--- config.mk ---
export PLATFORM = sky130hd
export DESIGN_NAME = bank_state_tracker
export DESIGN_NICKNAME = d
export VERILOG_FILES = /design/src/rtl/bank_trk_pkg.sv /design/src/rtl/bank_req_slot.sv /design/src/rtl/bank_row_state.sv /design/src/rtl/bank_power_flags.sv /design/src/rtl/bank_next_cmd.sv /design/src/rtl/bank_state_tracker.sv
export SDC_FILE = /design/constraint.sdc
export NUM_CORES = 1
export LEC_CHECK = 0
export BUFFER_PORTS_ARGS = -buffer_cell sky130_fd_sc_hd__buf_2
export CORE_ASPECT_RATIO = 0.6
export CORE_MARGIN = 1
export CORE_UTILIZATION = 49
export CTS_CLUSTER_DIAMETER = 100
export CTS_CLUSTER_SIZE = 14
export DETAILED_ROUTE_END_ITERATION = 8
export GPL_ROUTABILITY_DRIVEN = 0
export PLACE_DENSITY = 0.79
export SYNTH_ARGS = -nofsm -noshare
export SYNTH_HDL_FRONTEND = slang
export SYNTH_SLANG_ARGS = --single-unit
--- constraint.sdc ---
create_clock -name clk -period 1.35 [get_ports clk]
set_input_delay 0.0675 -clock clk [delete_from_list [all_inputs] [get_ports clk]]
set_output_delay 0.0675 -clock clk [all_outputs]
set_load 0.05 [all_outputs]
--- src/rtl/bank_trk_pkg.sv ---
package bank_trk_pkg;

    typedef enum logic [3:0] {
        CMD_NOP      = 4'd0,
        CMD_ACT      = 4'd1,
        CMD_PRE      = 4'd2,
        CMD_PREALL   = 4'd3,
        CMD_RD       = 4'd4,
        CMD_WR       = 4'd5,
        CMD_RDA      = 4'd6,
        CMD_WRA      = 4'd7,
        CMD_PDE_ACT  = 4'd8,
        CMD_PDE_PRE  = 4'd9,
        CMD_SR_ENTER = 4'd10,
        CMD_REF_ALL  = 4'd11,
        CMD_REF_BANK = 4'd12,
        CMD_PDX_ACT  = 4'd13,
        CMD_PDX_PRE  = 4'd14,
        CMD_SR_EXIT  = 4'd15
    } bank_cmd_e;

    localparam int CMD_W = 4;

    // Effect of one command on the tracked bank.
    typedef struct packed {
        logic opens;      // row becomes open
        logic closes;     // row becomes closed
        logic completes;  // pending request served
        logic sleeps;     // enter a low-power state
        logic wakes;      // leave a low-power state
        logic unblocks;   // fence lifted
    } cmd_effect_t;

    function automatic cmd_effect_t decode_cmd(bank_cmd_e c);
        cmd_effect_t e;
        e = '0;
        case (c)
            CMD_ACT:                   e.opens = 1'b1;
            CMD_PRE, CMD_PREALL:       e.closes = 1'b1;
            CMD_RD, CMD_WR:            e.completes = 1'b1;
            CMD_RDA, CMD_WRA: begin
                e.completes = 1'b1;
                e.closes    = 1'b1;
            end
            CMD_PDE_ACT, CMD_PDE_PRE,
            CMD_SR_ENTER:              e.sleeps = 1'b1;
            CMD_REF_ALL, CMD_REF_BANK: begin
                e.wakes    = 1'b1;
                e.unblocks = 1'b1;
            end
            CMD_PDX_ACT, CMD_PDX_PRE:  e.wakes = 1'b1;
            default:                   e = '0;
        endcase
        return e;
    endfunction

    function automatic bank_cmd_e column_cmd(logic is_write);
        return is_write ? CMD_WR : CMD_RD;
    endfunction

endpackage

--- src/rtl/bank_req_slot.sv ---
module bank_req_slot #(
    parameter int ROW_W = 14
) (
    input  logic             clk,
    input  logic             rst,
    input  logic             req_valid,
    input  logic             req_write,
    input  logic [ROW_W-1:0] req_row,
    input  logic             complete,
    output logic             pending,
    output logic             pend_write,
    output logic [ROW_W-1:0] pend_row
);

    always_ff @(posedge clk) begin
        if (rst) begin
            pending    <= 1'b0;
            pend_write <= 1'b0;
            pend_row   <= '0;
        end else if (complete) begin
            pending <= 1'b0;
        end else if (req_valid && !pending) begin
            pending    <= 1'b1;
            pend_write <= req_write;
            pend_row   <= req_row;
        end
    end

    a_r4_complete_clears: assert property (@(posedge clk) disable iff (rst)
        complete |=> !pending);

    a_r11_hold_while_pending: assert property (@(posedge clk) disable iff (rst)
        (pending && !complete) |=> (pending && $stable(pend_row) && $stable(pend_write)));

endmodule

--- src/rtl/bank_row_state.sv ---
module bank_row_state #(
    parameter int ROW_W = 14
) (
    input  logic             clk,
    input  logic             rst,
    input  logic             opens,
    input  logic             closes,
    input  logic [ROW_W-1:0] pend_row,
    output logic             bank_open,
    output logic [ROW_W-1:0] open_row
);

    always_ff @(posedge clk) begin
        if (rst) begin
            bank_open <= 1'b0;
            open_row  <= '0;
        end else if (opens) begin
            bank_open <= 1'b1;
            open_row  <= pend_row;
        end else if (closes) begin
            bank_open <= 1'b0;
        end
    end

    a_r2_activate_opens: assert property (@(posedge clk) disable iff (rst)
        opens |=> (bank_open && open_row == $past(pend_row)));

    a_r3_close: assert property (@(posedge clk) disable iff (rst)
        (closes && !opens) |=> !bank_open);

    a_r4_row_kept: assert property (@(posedge clk) disable iff (rst)
        (!opens && !closes) |=> ($stable(bank_open) && $stable(open_row)));

endmodule

--- src/rtl/bank_power_flags.sv ---
module bank_power_flags (
    input  logic clk,
    input  logic rst,
    input  logic sleeps,
    input  logic wakes,
    input  logic unblocks,
    input  logic block_set,
    output logic sleeping,
    output logic blocked
);

    always_ff @(posedge clk) begin
        if (rst) begin
            sleeping <= 1'b0;
            blocked  <= 1'b0;
        end else begin
            if (sleeps)
                sleeping <= 1'b1;
            else if (wakes)
                sleeping <= 1'b0;
            if (block_set)
                blocked <= 1'b1;
            else if (unblocks)
                blocked <= 1'b0;
        end
    end

    a_r6_enter_sleep: assert property (@(posedge clk) disable iff (rst)
        sleeps |=> sleeping);

    a_r7_refresh_clears: assert property (@(posedge clk) disable iff (rst)
        (unblocks && !block_set) |=> (!blocked && !sleeping));

    a_r8_exit_only_sleep: assert property (@(posedge clk) disable iff (rst)
        (wakes && !unblocks && !block_set) |=> (!sleeping && blocked == $past(blocked)));

    a_r9_fence: assert property (@(posedge clk) disable iff (rst)
        block_set |=> blocked);

endmodule

--- src/rtl/bank_next_cmd.sv ---
module bank_next_cmd
    import bank_trk_pkg::*;
#(
    parameter int ROW_W = 14
) (
    input  logic             clk,
    input  logic             rst,
    input  logic             pending,
    input  logic             pend_write,
    input  logic [ROW_W-1:0] pend_row,
    input  logic             bank_open,
    input  logic [ROW_W-1:0] open_row,
    input  logic             sleeping,
    input  logic             blocked,
    output logic             next_valid,
    output logic [CMD_W-1:0] next_cmd
);

    logic      row_hit;
    logic      may_issue;
    bank_cmd_e choice;

    assign row_hit   = bank_open && (open_row == pend_row);
    assign may_issue = pending && !sleeping && !blocked;

    always_comb begin
        if (!bank_open)
            choice = CMD_ACT;
        else if (row_hit)
            choice = column_cmd(pend_write);
        else
            choice = CMD_PRE;
    end

    assign next_valid = may_issue;
    assign next_cmd   = may_issue ? choice : CMD_NOP;

    a_r9_quiet: assert property (@(posedge clk) disable iff (rst)
        (blocked || sleeping) |-> (!next_valid && next_cmd == CMD_NOP));

    a_r10_column_on_hit: assert property (@(posedge clk) disable iff (rst)
        (next_cmd == CMD_RD || next_cmd == CMD_WR) |-> (bank_open && open_row == pend_row));

    a_r10_act_when_closed: assert property (@(posedge clk) disable iff (rst)
        (next_valid && !bank_open) |-> next_cmd == CMD_ACT);

endmodule

--- src/rtl/bank_state_tracker.sv ---
module bank_state_tracker
    import bank_trk_pkg::*;
#(
    parameter int ROW_W = 14
) (
    input  logic             clk,
    input  logic             rst,
    input  logic [3:0]       cmd_code,
    input  logic             req_valid,
    input  logic             req_write,
    input  logic [ROW_W-1:0] req_row,
    input  logic             block_set,
    output logic             bank_open,
    output logic [ROW_W-1:0] open_row,
    output logic             req_pending,
    output logic             sleeping,
    output logic             blocked,
    output logic             next_valid,
    output logic [3:0]       next_cmd
);

    cmd_effect_t      eff;
    logic             pend_write;
    logic [ROW_W-1:0] pend_row;

    assign eff = decode_cmd(bank_cmd_e'(cmd_code));

    bank_req_slot #(.ROW_W(ROW_W)) u_slot (
        .clk        (clk),
        .rst        (rst),
        .req_valid  (req_valid),
        .req_write  (req_write),
        .req_row    (req_row),
        .complete   (eff.completes),
        .pending    (req_pending),
        .pend_write (pend_write),
        .pend_row   (pend_row)
    );

    bank_row_state #(.ROW_W(ROW_W)) u_row (
        .clk       (clk),
        .rst       (rst),
        .opens     (eff.opens),
        .closes    (eff.closes),
        .pend_row  (pend_row),
        .bank_open (bank_open),
        .open_row  (open_row)
    );

    bank_power_flags u_flags (
        .clk       (clk),
        .rst       (rst),
        .sleeps    (eff.sleeps),
        .wakes     (eff.wakes),
        .unblocks  (eff.unblocks),
        .block_set (block_set),
        .sleeping  (sleeping),
        .blocked   (blocked)
    );

    bank_next_cmd #(.ROW_W(ROW_W)) u_next (
        .clk        (clk),
        .rst        (rst),
        .pending    (req_pending),
        .pend_write (pend_write),
        .pend_row   (pend_row),
        .bank_open  (bank_open),
        .open_row   (open_row),
        .sleeping   (sleeping),
        .blocked    (blocked),
        .next_valid (next_valid),
        .next_cmd   (next_cmd)
    );

    a_r5_autopre_closes: assert property (@(posedge clk) disable iff (rst)
        (cmd_code == 4'd6 || cmd_code == 4'd7) |=> (!bank_open && !req_pending));

    a_r8_nop_stable: assert property (@(posedge clk) disable iff (rst)
        (cmd_code == 4'd15 && !block_set && !req_valid) |=>
            ($stable(sleeping) && $stable(blocked) && $stable(bank_open) && $stable(req_pending)));

endmodule

# ---- After elaboration in Yosys (flattened, before gate mapping)
# Cells that the tools add are included.
dict set report totals {
  regBits 33
  output_inout_bits 23
  elab_cells 56
  in_bits 23
}
dict set report classes {
  reduce_logical 17
  mux 16
  bitwise 1
  n_eq_ne 15
}
# operator n
set op_table {}
lappend op_table {{== test 4 bit, second input constant} 7}
lappend op_table {{== test 4 x 3 -> 1 bit, second input constant} 4}
lappend op_table {{== test 14 bit} 1}
lappend op_table {{2-to-1 mux 1 bit} 13}
lappend op_table {{2-to-1 mux 4 bit} 3}
lappend op_table {{OR reduction 4 bit} 3}
lappend op_table {{== test 4 x 2 -> 1 bit, second input constant} 2}
lappend op_table {{nonzero test 2 bit} 3}
lappend op_table {{== test 4 x 1 -> 1 bit, second input constant} 1}
lappend op_table {{logical AND 1 bit} 4}
lappend op_table {{OR reduction 2 bit} 2}
lappend op_table {{zero test 1 bit} 3}
lappend op_table {{OR reduction 3 bit} 1}
lappend op_table {{AND reduction 2 bit} 1}
lappend op_table {{inverter 1 bit} 1}

# ---- Longest topological paths before layout
# Gate-level depths: netlist of the first run.
dict set report depth {
  depth_word 5
  mapped_depth 6
  ltp_nobuf 4
}

# ---- Hierarchy
# A second synthesis of the first run with hierarchy kept.
dict set report hier_totals {
  hier_cells 164
  hier_area_um2 1639.1
}
# mod seq_area_each_um2 cells_each area_per_inst_um2 instances
set modules_own_cells {}
lappend modules_own_cells {bank_req_slot 320.3 69 721.9 1}
lappend modules_own_cells {bank_row_state 300.3 49 544.3 1}
lappend modules_own_cells {bank_next_cmd 0.0 28 224.0 1}
lappend modules_own_cells {bank_state_tracker 0.0 10 78.8 1}
lappend modules_own_cells {bank_power_flags 40.0 8 70.1 1}

# ---- Worst setup path before layout of the first run
# No wires, ideal clock.
dict set report synth_path {
  path_type {register to output}
  start {reg u_slot.pending}
  end {out next_cmd[1]}
  path_slack_ns -1.623
  required_time_ns 1.283
  path_buffers 0
  stages_incl_launch_ff 4
  arrival_time_ns 2.906
  path_cell_list {dfxtp_1 -> nor3b_1 -> nand2_1 -> nor2b_1}
}
dict set report synth_between {
  elab_chain_cells 3
}
# item line
set synth_lines {}
lappend synth_lines {{start: declaration} bank_req_slot.sv:10} ;# output logic pending,
lappend synth_lines {{start signal: assignment} bank_req_slot.sv:17} ;# pending <= 1'b0;
lappend synth_lines {{start signal: assignment} bank_req_slot.sv:21} ;# pending <= 1'b0;
lappend synth_lines {{start signal: assignment} bank_req_slot.sv:23} ;# pending <= 1'b1;
lappend synth_lines {{logical AND 1 bit (2 in series)} bank_next_cmd.sv:24} ;# assign may_issue = pending && !sleeping && !blocked;
lappend synth_lines {{via next_valid} bank_state_tracker.sv:18} ;# output logic next_valid,
lappend synth_lines {{2-to-1 mux 4 bit} bank_next_cmd.sv:36} ;# assign next_cmd = may_issue ? choice : CMD_NOP;
lappend synth_lines {{end: declaration} bank_state_tracker.sv:19} ;# output logic [3:0] next_cmd
# The timed path passes the listed nets, and every way through them passes these cells.

# ---- Final worst setup path of the first run
dict set report layout_path {
  start {reg u_row.open_row[7]}
  end {out next_cmd[1]}
}
dict set report layout_between {
  elab_chain_cells 5
}
# item line
set layout_lines {}
lappend layout_lines {{start: declaration} bank_row_state.sv:10} ;# output logic [ROW_W-1:0] open_row
lappend layout_lines {{start signal: assignment} bank_row_state.sv:19} ;# open_row <= pend_row;
lappend layout_lines {{== test 14 bit} bank_next_cmd.sv:23} ;# assign row_hit = bank_open && (open_row == pend_row);
lappend layout_lines {{logical AND 1 bit} bank_next_cmd.sv:23}
lappend layout_lines {{2-to-1 mux 4 bit} bank_next_cmd.sv:29} ;# else if (row_hit)
lappend layout_lines {{2-to-1 mux 4 bit} bank_next_cmd.sv:27} ;# if (!bank_open)
lappend layout_lines {{2-to-1 mux 4 bit} bank_next_cmd.sv:36}
# No other way between the ends.

==> results of run 1 <==
-- flip-flops by register name, indices dropped and copies added (netlist names) --
register / cells
u_row.bank_open: 1
u_slot.pend_row: 14
u_slot.pend_write: 1
u_slot.pending: 1
u_row.open_row: 14
u_flags.sleeping: 1
u_flags.blocked: 1
-- logic make-up (layout without fill, tap and decap cells) --
family,count (synthesis),count (layout),share of synthesized area (%)
AND/OR/NAND/NOR,67,67,21.3
AO/OA/AOI/OAI,21,21,7.71
flip-flops,33,33,46.3
other,1,1,0.263
XOR/XNOR,14,14,8.59
buffers and inverters,12,84,5.35
multiplexers,15,15,10.5
-- repair_timing --
item	in CTS	in global routing
hold buffers	1	0
buffers inserted	1	0
gates resized for setup	7	0
endpoints found under the hold margin	1	0
endpoints found under the setup margin	3	3
pin swaps	3	2
-- metrics by stage --
step,total power [µW],area (µm²)
after global routing,2200,2030
after CTS,2130,2030
after detailed placement,1410,1910
after global placement,1390,1910
final,2110,2030
after floorplan,1280,1490
-- critical path, stage by stage, from the launching register on --
cell,delay (ns)
dfxtp_2,0.33
xor2_1,0.15
nor4_1,0.30
buf_4,0.18
nand4_1,0.18
nor2b_4,0.20
buf_6,0.14
-- cells in the final DEF (no fill, tap or decap) --
cell / count
nor3b_1: 2
dfxtp_2: 16
buf_12: 1
nor3b_4: 1
nor2_4: 1
xor2_1: 14
nor4_2: 1
a21oi_1: 17
nand4_1: 2
dfxtp_1: 16
nor3_1: 1
buf_2: 41
buf_6: 3
dfxtp_4: 1
clkbuf_8: 5
clkbuf_1: 1
buf_4: 28
nand3_1: 2
nand2_1: 29
mux2i_1: 15
nor2b_4: 1
o21ai_0: 2
nor2b_2: 1
nor2_1: 20
dlygate4sd3_1: 1
inv_1: 2
conb_1: 1
nand2_2: 1
and3_1: 1
and3b_2: 1
nor3b_2: 1
nor4_1: 2
clkinv_2: 2
a211oi_1: 1
a21boi_4: 1
-- power groups by stage --
stage / Combinational [µW] / Sequential [µW] / Clock (µW)
floorplan: 186 / 1100 / 0
global placement: 333 / 1060 / 0
detailed placement: 348 / 1060 / 0
CTS: 364 / 1040 / 720
global route: 390 / 1050 / 760
finish: 366 / 1040 / 700
-- area by class of cell --
class,count,area (µm²)
multi-input combinational,118,737
sequential,33,684
fill,188,597
timing repair buffer,74,479
clock buffer,6,72.6
tap,32,40.0
clock inverter,2,10.0
inverter,2,7.51
-- metal layers --
metal | vias up | track usage [%]
met3 | 8 | 7.91
met1 | 631 | 31.2
met2 | 43 | 44.3
met5 | - | 0
li1 | 679 | -
met4 | 0 | 12.2
-- path summary, 6_finish.rpt --
check                                                     start                         endpoint  slack (ns)
worst max-delay path             u_row.open_row[7]$_SDFFE_PP0P_                      next_cmd[1]       -0.48
worst min-delay path                                 req_row[0]  u_slot.pend_row[0]$_SDFFE_PP0P_        0.02
worst max register to register      u_slot.pending$_SDFFE_PP0P_  u_slot.pend_row[9]$_SDFFE_PP0P_        0.06
worst min register to register  u_slot.pend_row[9]$_SDFFE_PP0P_   u_row.open_row[9]$_SDFFE_PP0P_        0.49
==> metrics.txt, run 1 <==
# TYPE chip_impl_metric gauge
chip_impl_metric{name="final_hold_violating_endpoints",unit=""} 0
chip_impl_metric{name="syn_area",unit="µm²"} 1430
chip_impl_metric{name="synth_enable_flop_cells",unit=""} 0
chip_impl_metric{name="timing.critical_path.arrival",unit="ns"} 1.77
chip_impl_info{name="violations_in_the_final_reports",value="negative setup slack"} 1
chip_impl_info{name="cp-end-kind",value="output port"} 1
chip_impl_metric{name="cts_made_buffers",unit=""} 5
chip_impl_metric{name="met1_length",unit="µm"} 1650
chip_impl_metric{name="yosys.cell_types.count",unit=""} 26
chip_impl_metric{name="sequential_power_share",unit="%"} 49.5
chip_impl_metric{name="route.detailed.vias_per_inst",unit=""} 5.10
chip_impl_metric{name="post_route_cells_drive_above_1_share",unit="%"} 45.1
chip_impl_metric{name="sum_of_net_half_perimeters_after_detailed_placement",unit="µm"} 2720
chip_impl_metric{name="dp_worst_setup_slack",unit="ns"} -0.219
chip_impl_metric{name="worstPathRequired",unit="ns"} 1.28
chip_impl_metric{name="layout.nets",unit=""} 257
chip_impl_metric{name="cts-htree-levels",unit=""} 2
chip_impl_metric{name="period_share",unit="%"} 136
chip_impl_info{name="holdCritPathClass",value="primary input to register"} 1
chip_impl_metric{name="yosys_warnings",unit=""} 0
chip_impl_metric{name="placed_cells",unit=""} 257
chip_impl_metric{name="drt-total-wl",unit="µm"} 3790
chip_impl_metric{name="proportion_of_power_drawn_by_combinational_gates",unit="%"} 17.3
chip_impl_metric{name="path_clk_slew",unit="ns"} 0.07
chip_impl_metric{name="areaGrowthSynthToFinish",unit="%"} 42.2
chip_impl_metric{name="first_global_vias",unit=""} 1332
chip_impl_info{name="synth.largest_area_cell",value="dfxtp_1"} 1
chip_impl_metric{name="timing.max_slew.rel_slack",unit="%"} 60.5
chip_impl_info{name="startpoint_type",value="register"} 1
chip_impl_metric{name="die-height",unit="µm"} 43.8
chip_impl_metric{name="ios",unit=""} 46
chip_impl_info{name="crit_type",value="register to output port"} 1
chip_impl_metric{name="holdWs",unit="ns"} 0.0175
chip_impl_metric{name="synth-seq-cells",unit=""} 33
chip_impl_metric{name="postSynth.asyncResetShare",unit="%"} 0
chip_impl_info{name="outcome",value="finished with violations"} 1
chip_impl_metric{name="synthesized_area_per_cell",unit="µm²"} 8.76
chip_impl_metric{name="route.antenna.remaining_nets",unit=""} 0
chip_impl_metric{name="num_rows",unit=""} 14
chip_impl_metric{name="yosys.area.top_type_share",unit="%"} 46.3
chip_impl_metric{name="buffer_ports.inserted",unit=""} 44
chip_impl_metric{name="design.die.area",unit="µm²"} 3140
chip_impl_metric{name="ir_worst_vdd",unit="µV"} 918
chip_impl_metric{name="met2WireLength",unit="µm"} 1840
chip_impl_metric{name="grt_pass1_wl",unit="µm"} 6040
chip_impl_metric{name="swShare",unit="%"} 27.5
chip_impl_metric{name="route.met3.wl",unit="µm"} 254
chip_impl_metric{name="postSynthNetCount",unit=""} 186
chip_impl_info{name="top_signal_layer_used",value="met4"} 1
chip_impl_info{name="rsz0062_at_grt",value="true"} 1
chip_impl_info{name="netlist_top_cells_area",value="dfxtp_1, mux2i_1, xor2_1"} 1
chip_impl_metric{name="sequential_element_share_of_the_synthesized_area",unit="%"} 46.3
chip_impl_metric{name="fin_skew",unit="ns"} 0.00625
chip_impl_metric{name="whs_path_depth",unit=""} 3
chip_impl_metric{name="setup_viol",unit=""} 3
chip_impl_metric{name="clock_insertion_delay_worst_skew",unit="ns"} 0.28
chip_impl_info{name="synth_most_common_cell",value="dfxtp_1"} 1
chip_impl_metric{name="grt_use_total",unit="%"} 26.2
chip_impl_metric{name="drt-pass1-iter-count",unit=""} 4
chip_impl_metric{name="max_freq",unit="MHz"} 546
chip_impl_metric{name="design.core.area",unit="µm²"} 2630
chip_impl_metric{name="n_antenna_cell",unit=""} 0
chip_impl_info{name="synth.cells.most_frequent",value="dfxtp_1, nand2_1, nor2_1"} 1
chip_impl_metric{name="final_cells",unit=""} 267
chip_impl_metric{name="chipWidth",unit="µm"} 71.7
chip_impl_metric{name="cts_max_path_buffers",unit=""} 2
chip_impl_info{name="tritoncts",value="built"} 1
chip_impl_info{name="synth_ff_type",value="dfxtp_1"} 1
chip_impl_metric{name="setup_total_negative_slack",unit="ns"} -1.37
chip_impl_metric{name="static-leakage-power",unit="µW"} 0.00102
chip_impl_metric{name="p_switching",unit="µW"} 579
chip_impl_metric{name="tightest_slew",unit="ns"} 0.593
chip_impl_metric{name="worstRegToRegCells",unit=""} 4
chip_impl_metric{name="gr-total-overflow",unit=""} 0
chip_impl_metric{name="power.internal",unit="µW"} 1530
chip_impl_metric{name="initial_cell_density_of_the_core",unit="%"} 54.3
chip_impl_metric{name="final_critical_path_setup_slack",unit="ns"} -0.483
chip_impl_metric{name="clkSinkCount",unit=""} 33
chip_impl_metric{name="remaining_drc_errors",unit=""} 0
chip_impl_metric{name="routed_wire_length_per_instance",unit="µm"} 14.2
chip_impl_metric{name="drt_iter0_markers",unit=""} 74
chip_impl_metric{name="power_per_cell_area",unit="nW/µm²"} 1040
chip_impl_info{name="cts_root_buffer",value="clkbuf_8"} 1
chip_impl_metric{name="p_clk_share",unit="%"} 33.2
chip_impl_metric{name="path_max_fanout",unit=""} 2
chip_impl_metric{name="finalCriticalPeriod",unit="ns"} 1.83
chip_impl_metric{name="maxSlewViolCount",unit=""} 0
chip_impl_metric{name="layout.core_utilization",unit="%"} 77.3
chip_impl_metric{name="synth_cells",unit=""} 163
chip_impl_metric{name="antenna_found_initial",unit=""} 0
chip_impl_metric{name="maximum_number_of_pins_on_one_net_before_global_route_repair",unit=""} 34
chip_impl_metric{name="dr_total_vias",unit=""} 1361
chip_impl_metric{name="timing.max_cap.violations",unit=""} 0
No activity file was read; power rests on OpenSTA's default activity.
==> run 2, diff against run 1 <==
- CORE_UTILIZATION: 49 -> 43
- PLACE_DENSITY: 0.79 -> 0.71
==> run 2 against run 1 <==
  * Worst setup slack lost 0.015 ns
  * Wire length is 7.6% lower
  * The flow still finishes with violations (negative setup slack)
  * Sequential cell count unchanged
  * Via count grew 0.51%
  * Power fell by 0.35%
==> metrics.txt, run 2 (synthesis results as in run 1) <==
# TYPE chip_impl_metric gauge
chip_impl_metric{name="critical_path.n_buffers_inverters",unit=""} 2
chip_impl_metric{name="layout.nets",unit=""} 258
chip_impl_metric{name="routed_wire_length_per_instance",unit="µm"} 12.6
chip_impl_metric{name="cts-htree-levels",unit=""} 2
chip_impl_metric{name="first_global_vias",unit=""} 1280
chip_impl_metric{name="postCtsHoldBufs",unit=""} 0
chip_impl_info{name="outcome",value="finished with violations"} 1
chip_impl_info{name="most-common-layout-cells",value="buf_2, buf_4, nand2_1"} 1
chip_impl_metric{name="buffer_ports.inserted",unit=""} 44
chip_impl_metric{name="drt-total-wl",unit="µm"} 3500
chip_impl_metric{name="remaining_drc_errors",unit=""} 0
chip_impl_metric{name="ir_worst_vdd",unit="µV"} 632
chip_impl_metric{name="sum_of_net_half_perimeters_after_detailed_placement",unit="µm"} 2580
chip_impl_metric{name="dr_total_vias",unit=""} 1368
chip_impl_metric{name="final_critical_path_setup_slack",unit="ns"} -0.498
chip_impl_metric{name="worstRegToRegCells",unit=""} 4
chip_impl_metric{name="timing.max_slew.rel_slack",unit="%"} 62.2
chip_impl_metric{name="timing.critical_path.arrival",unit="ns"} 1.78
chip_impl_info{name="cts_root_buffer",value="clkbuf_8"} 1
chip_impl_metric{name="setup_viol",unit=""} 3
chip_impl_metric{name="cts_max_path_buffers",unit=""} 2
chip_impl_info{name="crit_type",value="register to output port"} 1
chip_impl_metric{name="ios",unit=""} 46
chip_impl_metric{name="max_stage_delay",unit="ns"} 0.33
chip_impl_metric{name="n_antenna_cell",unit=""} 0
chip_impl_metric{name="static-leakage-power",unit="µW"} 0.00103
chip_impl_metric{name="fin_skew",unit="ns"} 0.00230
chip_impl_info{name="reg.largest.list",value="u_row.open_row: 14 flops, u_slot.pend_row: 14 flops"} 1
chip_impl_metric{name="tightest_slew",unit="ns"} 0.567
chip_impl_metric{name="antenna_found_initial",unit=""} 0
chip_impl_info{name="rsz0062_at_grt",value="true"} 1
chip_impl_metric{name="grt_pass1_wl",unit="µm"} 5520
chip_impl_metric{name="critical_path_cell_count",unit=""} 6
chip_impl_info{name="startpoint_type",value="register"} 1
chip_impl_info{name="cp-end-kind",value="output port"} 1
chip_impl_metric{name="num_rows",unit=""} 15
chip_impl_metric{name="final_hold_violating_endpoints",unit=""} 0
chip_impl_metric{name="post_route_cells_drive_above_1_share",unit="%"} 46.6
chip_impl_metric{name="max_freq",unit="MHz"} 541
chip_impl_info{name="path_cells",value="xor2_1 -> nor4_2 -> buf_4 -> nand4_1 -> nor2b_4 -> buf_6"} 1
chip_impl_metric{name="chipWidth",unit="µm"} 76.4
chip_impl_metric{name="path_max_fanout",unit=""} 2
chip_impl_metric{name="setup_total_negative_slack",unit="ns"} -1.43
chip_impl_metric{name="layout.core_utilization",unit="%"} 68.6
chip_impl_info{name="crit_slowest_cell",value="nor4_2"} 1
chip_impl_metric{name="clock_insertion_delay_worst_skew",unit="ns"} 0.28
chip_impl_info{name="violations_in_the_final_reports",value="negative setup slack"} 1
chip_impl_metric{name="gr-total-overflow",unit=""} 0
chip_impl_metric{name="whs_path_depth",unit=""} 3
chip_impl_metric{name="clkSinkCount",unit=""} 33
chip_impl_metric{name="initial_cell_density_of_the_core",unit="%"} 47.5
chip_impl_metric{name="drt_iter0_markers",unit=""} 79
chip_impl_metric{name="design.core.area",unit="µm²"} 3000
chip_impl_info{name="final_common_cell",value="buf_2"} 1
chip_impl_metric{name="maximum_number_of_pins_on_one_net_before_global_route_repair",unit=""} 34
chip_impl_metric{name="worstPathRequired",unit="ns"} 1.28
chip_impl_metric{name="power_per_cell_area",unit="nW/µm²"} 1020
chip_impl_metric{name="design.die.area",unit="µm²"} 3560
chip_impl_metric{name="period_share",unit="%"} 137
chip_impl_metric{name="route.detailed.vias_per_inst",unit=""} 4.92
chip_impl_metric{name="die-height",unit="µm"} 46.6
chip_impl_metric{name="finalCriticalPeriod",unit="ns"} 1.85
chip_impl_metric{name="areaGrowthSynthToFinish",unit="%"} 44.3
chip_impl_metric{name="maxSlewViolCount",unit=""} 0
chip_impl_info{name="tritoncts",value="built"} 1
chip_impl_metric{name="total_power",unit="µW"} 2100
chip_impl_info{name="holdCritPathClass",value="primary input to register"} 1
chip_impl_metric{name="cts_made_buffers",unit=""} 5
chip_impl_metric{name="dp_worst_setup_slack",unit="ns"} -0.340
chip_impl_metric{name="drt-pass1-iter-count",unit=""} 4
chip_impl_info{name="cp_top_family",value="simple AND/OR/NAND/NOR gates"} 1
chip_impl_metric{name="grt_use_total",unit="%"} 21.3
chip_impl_metric{name="final_cells",unit=""} 278
chip_impl_metric{name="timing.max_cap.violations",unit=""} 0
chip_impl_metric{name="placed_cells",unit=""} 269
chip_impl_metric{name="path_clk_slew",unit="ns"} 0.06
chip_impl_metric{name="route.antenna.remaining_nets",unit=""} 0
==> run 2: per-stage QoR <==
step	hold slack [ns]	instance area [µm²]
6_report	0.0141	2060
2_1_floorplan	0.185	1490
5_1_grt	0.0304	2060
3_3_place_gp	0.272	1930
3_5_place_dp	0.309	1930
4_1_cts	0.00853	2050
==> run 2: routing by layer <==
layer / vias up / wire, µm / track usage (%) / share of wire (%)
li1: 680 / - / - / -
met1: 641 / 1550 / 23.8 / 44
met2: 40 / 1730 / 39.1 / 49
met3: 7 / 170 / 6.14 / 4.9
met4: 0 / 46 / 10.0 / 1.3
met5: - / 0 / 0 / 0
==> run 2: where the power goes <==
part           internal (µW)  switching (µW)
clock network            356             342
registers               1010            28.9
logic                    166             197
total                   1530             568
==> run 2: path summary, 6_finish.rpt <==
| path | startpoint | end | slack, ns |
|---|---|---|---|
| setup / recovery | u_row.open_row[7]$_SDFFE_PP0P_ | next_cmd[1] | -0.50 |
| hold / removal | req_row[5] | u_slot.pend_row[5]$_SDFFE_PP0P_ | 0.01 |
| setup reg to reg | u_slot.pending$_SDFFE_PP0P_ | u_slot.pend_row[7]$_SDFFE_PP0P_ | 0.11 |
| hold reg to reg | u_row.open_row[10]$_SDFFE_PP0P_ | u_row.open_row[10]$_SDFFE_PP0P_ | 0.47 |
==> run 2: final cells by class <==
type / instances / area, µm²
clock inverter: 2 / 10.0
inverter: 2 / 7.51
tap: 42 / 52.6
sequential: 33 / 684
fill: 240 / 942
timing repair buffer: 75 / 484
clock buffer: 6 / 72.6
multi-input combinational: 118 / 749
==> run 2: worst reg2reg max path, stage by stage (launching register included) <==
cell	delay (ns)
dfxtp_4	0.36
nor3b_2	0.25
buf_12	0.21
mux2i_1	0.22
nor2_1	0.07
==> run 2: timing repair <==
| action | CTS | global route |
|---|---|---|
| endpoints found under the setup margin | 3 | 3 |
| pin swaps | 6 | 1 |
| buffers inserted | 1 | 0 |
| gates resized for setup | 7 | 2 |
==> run 3, diff against run 2 <==
- ABC_AREA: unset -> 1
==> run 3 against run 2 <==
  * The run still ends with negative setup slack left
  * Synthesized cell count grew 32%
  * Maximum frequency rose by 21%
  * Cell count is 13% higher
  * Global-route usage is 1.7 points lower
  * Sequential cell count unchanged
==> metrics.txt, run 3 <==
# TYPE chip_impl_metric gauge
chip_impl_metric{name="p_clk_share",unit="%"} 36.6
chip_impl_info{name="cp-end-kind",value="output port"} 1
chip_impl_metric{name="final_cells",unit=""} 313
chip_impl_info{name="crit_type",value="register to output port"} 1
chip_impl_metric{name="remaining_drc_errors",unit=""} 0
chip_impl_info{name="outcome",value="finished with violations"} 1
chip_impl_metric{name="postPlaceCellArea",unit="µm²"} 1880
chip_impl_info{name="synth.cells.most_frequent",value="nand2_1, dfxtp_1, inv_1"} 1
chip_impl_metric{name="maxSlewViolCount",unit=""} 0
chip_impl_metric{name="setup_viol",unit=""} 3
chip_impl_metric{name="yosys_warnings",unit=""} 0
chip_impl_metric{name="layout.filler_cells",unit=""} 323
chip_impl_metric{name="first_global_vias",unit=""} 1172
chip_impl_metric{name="route.antenna.remaining_nets",unit=""} 0
chip_impl_metric{name="design.die.area",unit="µm²"} 3720
chip_impl_metric{name="path_clk_slew",unit="ns"} 0.07
chip_impl_metric{name="initial_cell_density_of_the_core",unit="%"} 45.5
chip_impl_metric{name="drt_iter0_markers",unit=""} 54
chip_impl_metric{name="sequential_element_share_of_the_synthesized_area",unit="%"} 44.3
chip_impl_metric{name="setup_total_negative_slack",unit="ns"} -0.459
chip_impl_metric{name="timing.critical_path.arrival",unit="ns"} 1.46
chip_impl_metric{name="timing.max_cap.violations",unit=""} 0
chip_impl_metric{name="syn_area",unit="µm²"} 1490
chip_impl_info{name="holdCritPathClass",value="primary input to register"} 1
chip_impl_info{name="synth_most_common_cell",value="nand2_1"} 1
chip_impl_metric{name="postSynthNetCount",unit=""} 238
chip_impl_info{name="most-common-layout-cells",value="nand2_1, buf_2, o21ai_0"} 1
chip_impl_metric{name="p_switching",unit="µW"} 694
chip_impl_metric{name="sum_of_net_half_perimeters_after_detailed_placement",unit="µm"} 2350
chip_impl_metric{name="yosys.cell_types.count",unit=""} 24
chip_impl_metric{name="postSynth.asyncResetShare",unit="%"} 0
chip_impl_metric{name="yosys.area.top_type_share",unit="%"} 44.3
chip_impl_metric{name="placed_cells",unit=""} 303
chip_impl_metric{name="clock_insertion_delay_worst_skew",unit="ns"} 0.28
chip_impl_metric{name="num_rows",unit=""} 16
chip_impl_metric{name="synth_enable_flop_cells",unit=""} 0
chip_impl_info{name="reg.largest.list",value="u_row.open_row: 14 flops, u_slot.pend_row: 14 flops"} 1
chip_impl_metric{name="fin_skew",unit="ns"} 0.00493
chip_impl_metric{name="gr-total-overflow",unit=""} 0
chip_impl_metric{name="clkSinkCount",unit=""} 33
chip_impl_metric{name="routed_wire_length_per_instance",unit="µm"} 10.6
chip_impl_info{name="startpoint_type",value="register"} 1
chip_impl_metric{name="ios",unit=""} 46
chip_impl_metric{name="grt_use_total",unit="%"} 19.6
chip_impl_info{name="start_point_of_the_worst_hold_path",value="req_row[3]"} 1
chip_impl_metric{name="power_per_cell_area",unit="nW/µm²"} 1180
chip_impl_metric{name="cts_made_buffers",unit=""} 5
chip_impl_metric{name="drt-pass1-iter-count",unit=""} 5
chip_impl_metric{name="synth-seq-cells",unit=""} 33
chip_impl_metric{name="antenna_found_initial",unit=""} 0
chip_impl_info{name="cts_root_buffer",value="clkbuf_8"} 1
chip_impl_metric{name="buffer_ports.inserted",unit=""} 44
chip_impl_metric{name="finalCriticalPeriod",unit="ns"} 1.53
chip_impl_metric{name="layout.core_utilization",unit="%"} 62.6
chip_impl_metric{name="stdcell_area",unit="µm²"} 2050
chip_impl_metric{name="route.detailed.vias_per_inst",unit=""} 4.69
chip_impl_metric{name="synthesized_area_per_cell",unit="µm²"} 6.94
chip_impl_metric{name="swShare",unit="%"} 28.6
chip_impl_metric{name="synth_cells",unit=""} 215
chip_impl_metric{name="path_max_fanout",unit=""} 4
chip_impl_metric{name="post_route_cells_drive_above_1_share",unit="%"} 39.9
chip_impl_metric{name="final_hold_violating_endpoints",unit=""} 0
chip_impl_metric{name="power.internal",unit="µW"} 1740
chip_impl_metric{name="dr_total_vias",unit=""} 1467
chip_impl_info{name="reg2reg_from",value="u_slot.pending$_SDFFE_PP0P_"} 1
chip_impl_metric{name="ir_worst_vdd",unit="µV"} 510
chip_impl_metric{name="worstPathRequired",unit="ns"} 1.28
chip_impl_metric{name="areaGrowthSynthToFinish",unit="%"} 37.6
chip_impl_info{name="synth.largest_area_cell",value="dfxtp_1"} 1
chip_impl_metric{name="period_share",unit="%"} 114
chip_impl_info{name="final_common_cell",value="nand2_1"} 1
chip_impl_info{name="tritoncts",value="built"} 1
chip_impl_metric{name="drt-total-wl",unit="µm"} 3320
chip_impl_info{name="worstSetupStartpoint",value="u_row.open_row[10]$_SDFFE_PP0P_"} 1
chip_impl_metric{name="layout.nets",unit=""} 290
chip_impl_metric{name="cts-htree-levels",unit=""} 2
chip_impl_info{name="rsz0062_at_grt",value="true"} 1
chip_impl_metric{name="max_freq",unit="MHz"} 653
chip_impl_metric{name="static-leakage-power",unit="µW"} 0.000944
chip_impl_metric{name="proportion_of_power_drawn_by_combinational_gates",unit="%"} 19.5
chip_impl_info{name="violations_in_the_final_reports",value="negative setup slack"} 1
chip_impl_metric{name="cts_max_path_buffers",unit=""} 2
chip_impl_metric{name="chipWidth",unit="µm"} 78.1
chip_impl_metric{name="final_critical_path_setup_slack",unit="ns"} -0.182
chip_impl_metric{name="grt_pass1_wl",unit="µm"} 5330
chip_impl_metric{name="design.core.area",unit="µm²"} 3280
chip_impl_metric{name="sequential_power_share",unit="%"} 43.9
chip_impl_info{name="netlist_top_cells_area",value="dfxtp_1, nand2_1, o21ai_0"} 1
chip_impl_metric{name="maximum_number_of_pins_on_one_net_before_global_route_repair",unit=""} 28
chip_impl_info{name="synth_ff_type",value="dfxtp_1"} 1
chip_impl_metric{name="holdWs",unit="ns"} 0.00810
chip_impl_metric{name="die-height",unit="µm"} 47.6
chip_impl_metric{name="n_antenna_cell",unit=""} 0
[run 3: cell count changes after synthesis, moves of 3 or more]
| cell | delta |
|---|---|
| o21ai_0 | +24 |
| nor4_1 | -3 |
| nor3b_1 | -3 |
| mux2i_1 | -15 |
| xor2_1 | -14 |
| nor2_1 | +6 |
| o21ai_1 | +4 |
| nand2_1 | +18 |
| a21oi_1 | +7 |
| inv_1 | +28 |
[run 3: repair_timing]
item	4_1_cts	5_1_grt
pin swaps	2	7
setup buffers	0	0
hold endpoints to repair	3	0
gates resized for setup	13	11
endpoints found under the setup margin	3	4
hold buffers	2	0
[run 3: path summary, 6_finish.rpt]
| path | end | slack, ns | depth (start not counted) |
|---|---|---|---|
| worst max register to register | u_slot.pend_row[6]$_SDFFE_PP0P_ | 0.22 | 4 |
| worst max-delay path | next_cmd[1] | -0.18 | 9 |
| worst min register to register | u_slot.pend_row[13]$_SDFFE_PP0P_ | 0.47 | 2 |
| worst min-delay path | u_slot.pend_row[3]$_SDFFE_PP0P_ | 0.008 | 3 |
[run 3: critical path, stage by stage, from the launching register on]
cell and delay [ns]:
dfxtp_4 0.35, nand2_1 0.05, inv_1 0.03, nor2_1 0.09
nor2_1 0.05, nand2_1 0.10, nor2_4 0.05, buf_4 0.14
a21oi_4 0.14, buf_6 0.17
[run 3: metrics by stage]
| stage | setup slack, ns | power, µW |
|---|---|---|
| after floorplan | -0.0146 | 1410 |
| after global placement | 0.0266 | 1530 |
| after detailed placement | 0.0143 | 1540 |
| after CTS | -0.200 | 2440 |
| after global routing | -0.287 | 2560 |
| final | -0.182 | 2430 |
[run 3: area by class of cell]
type	instances	area, µm²	share of cell area (%)
clock buffer	6	72.6	3.53
clock inverter	2	33.8	1.64
inverter	31	123	5.97
multi-input combinational	143	713	34.7
sequential	33	728	35.4
tap	45	56.3	2.74
timing repair buffer	53	328	16.0
[run 3: logic make-up (layout without fill, tap and decap cells)]
kind of cell,after synthesis,after routing,synth area share (%)
other,1,1,0.251
XOR/XNOR,2,2,1.17
flip-flops,33,33,44.3
AND/OR/NAND/NOR,81,81,22.1
AO/OA/AOI/OAI,59,59,21.0
buffers and inverters,39,92,11.2
[run 3: power by group through the flow]
stage / combinational [µW] / clock, µW / sequential [µW]
2_1_floorplan: 255 / 0 / 1150
3_3_place_gp: 453 / 0 / 1080
3_5_place_dp: 456 / 0 / 1080
4_1_cts: 471 / 909 / 1060
5_1_grt: 525 / 954 / 1080
6_report: 474 / 888 / 1070
[run 3: routing by layer]
metal	GRT usage [%]	wire (µm)	part of all wire (%)
met5	0	0	0
met1	26.6	1720	52
met2	28.4	1260	38
met4	6.67	32	0.96
met3	7.81	313	9.4
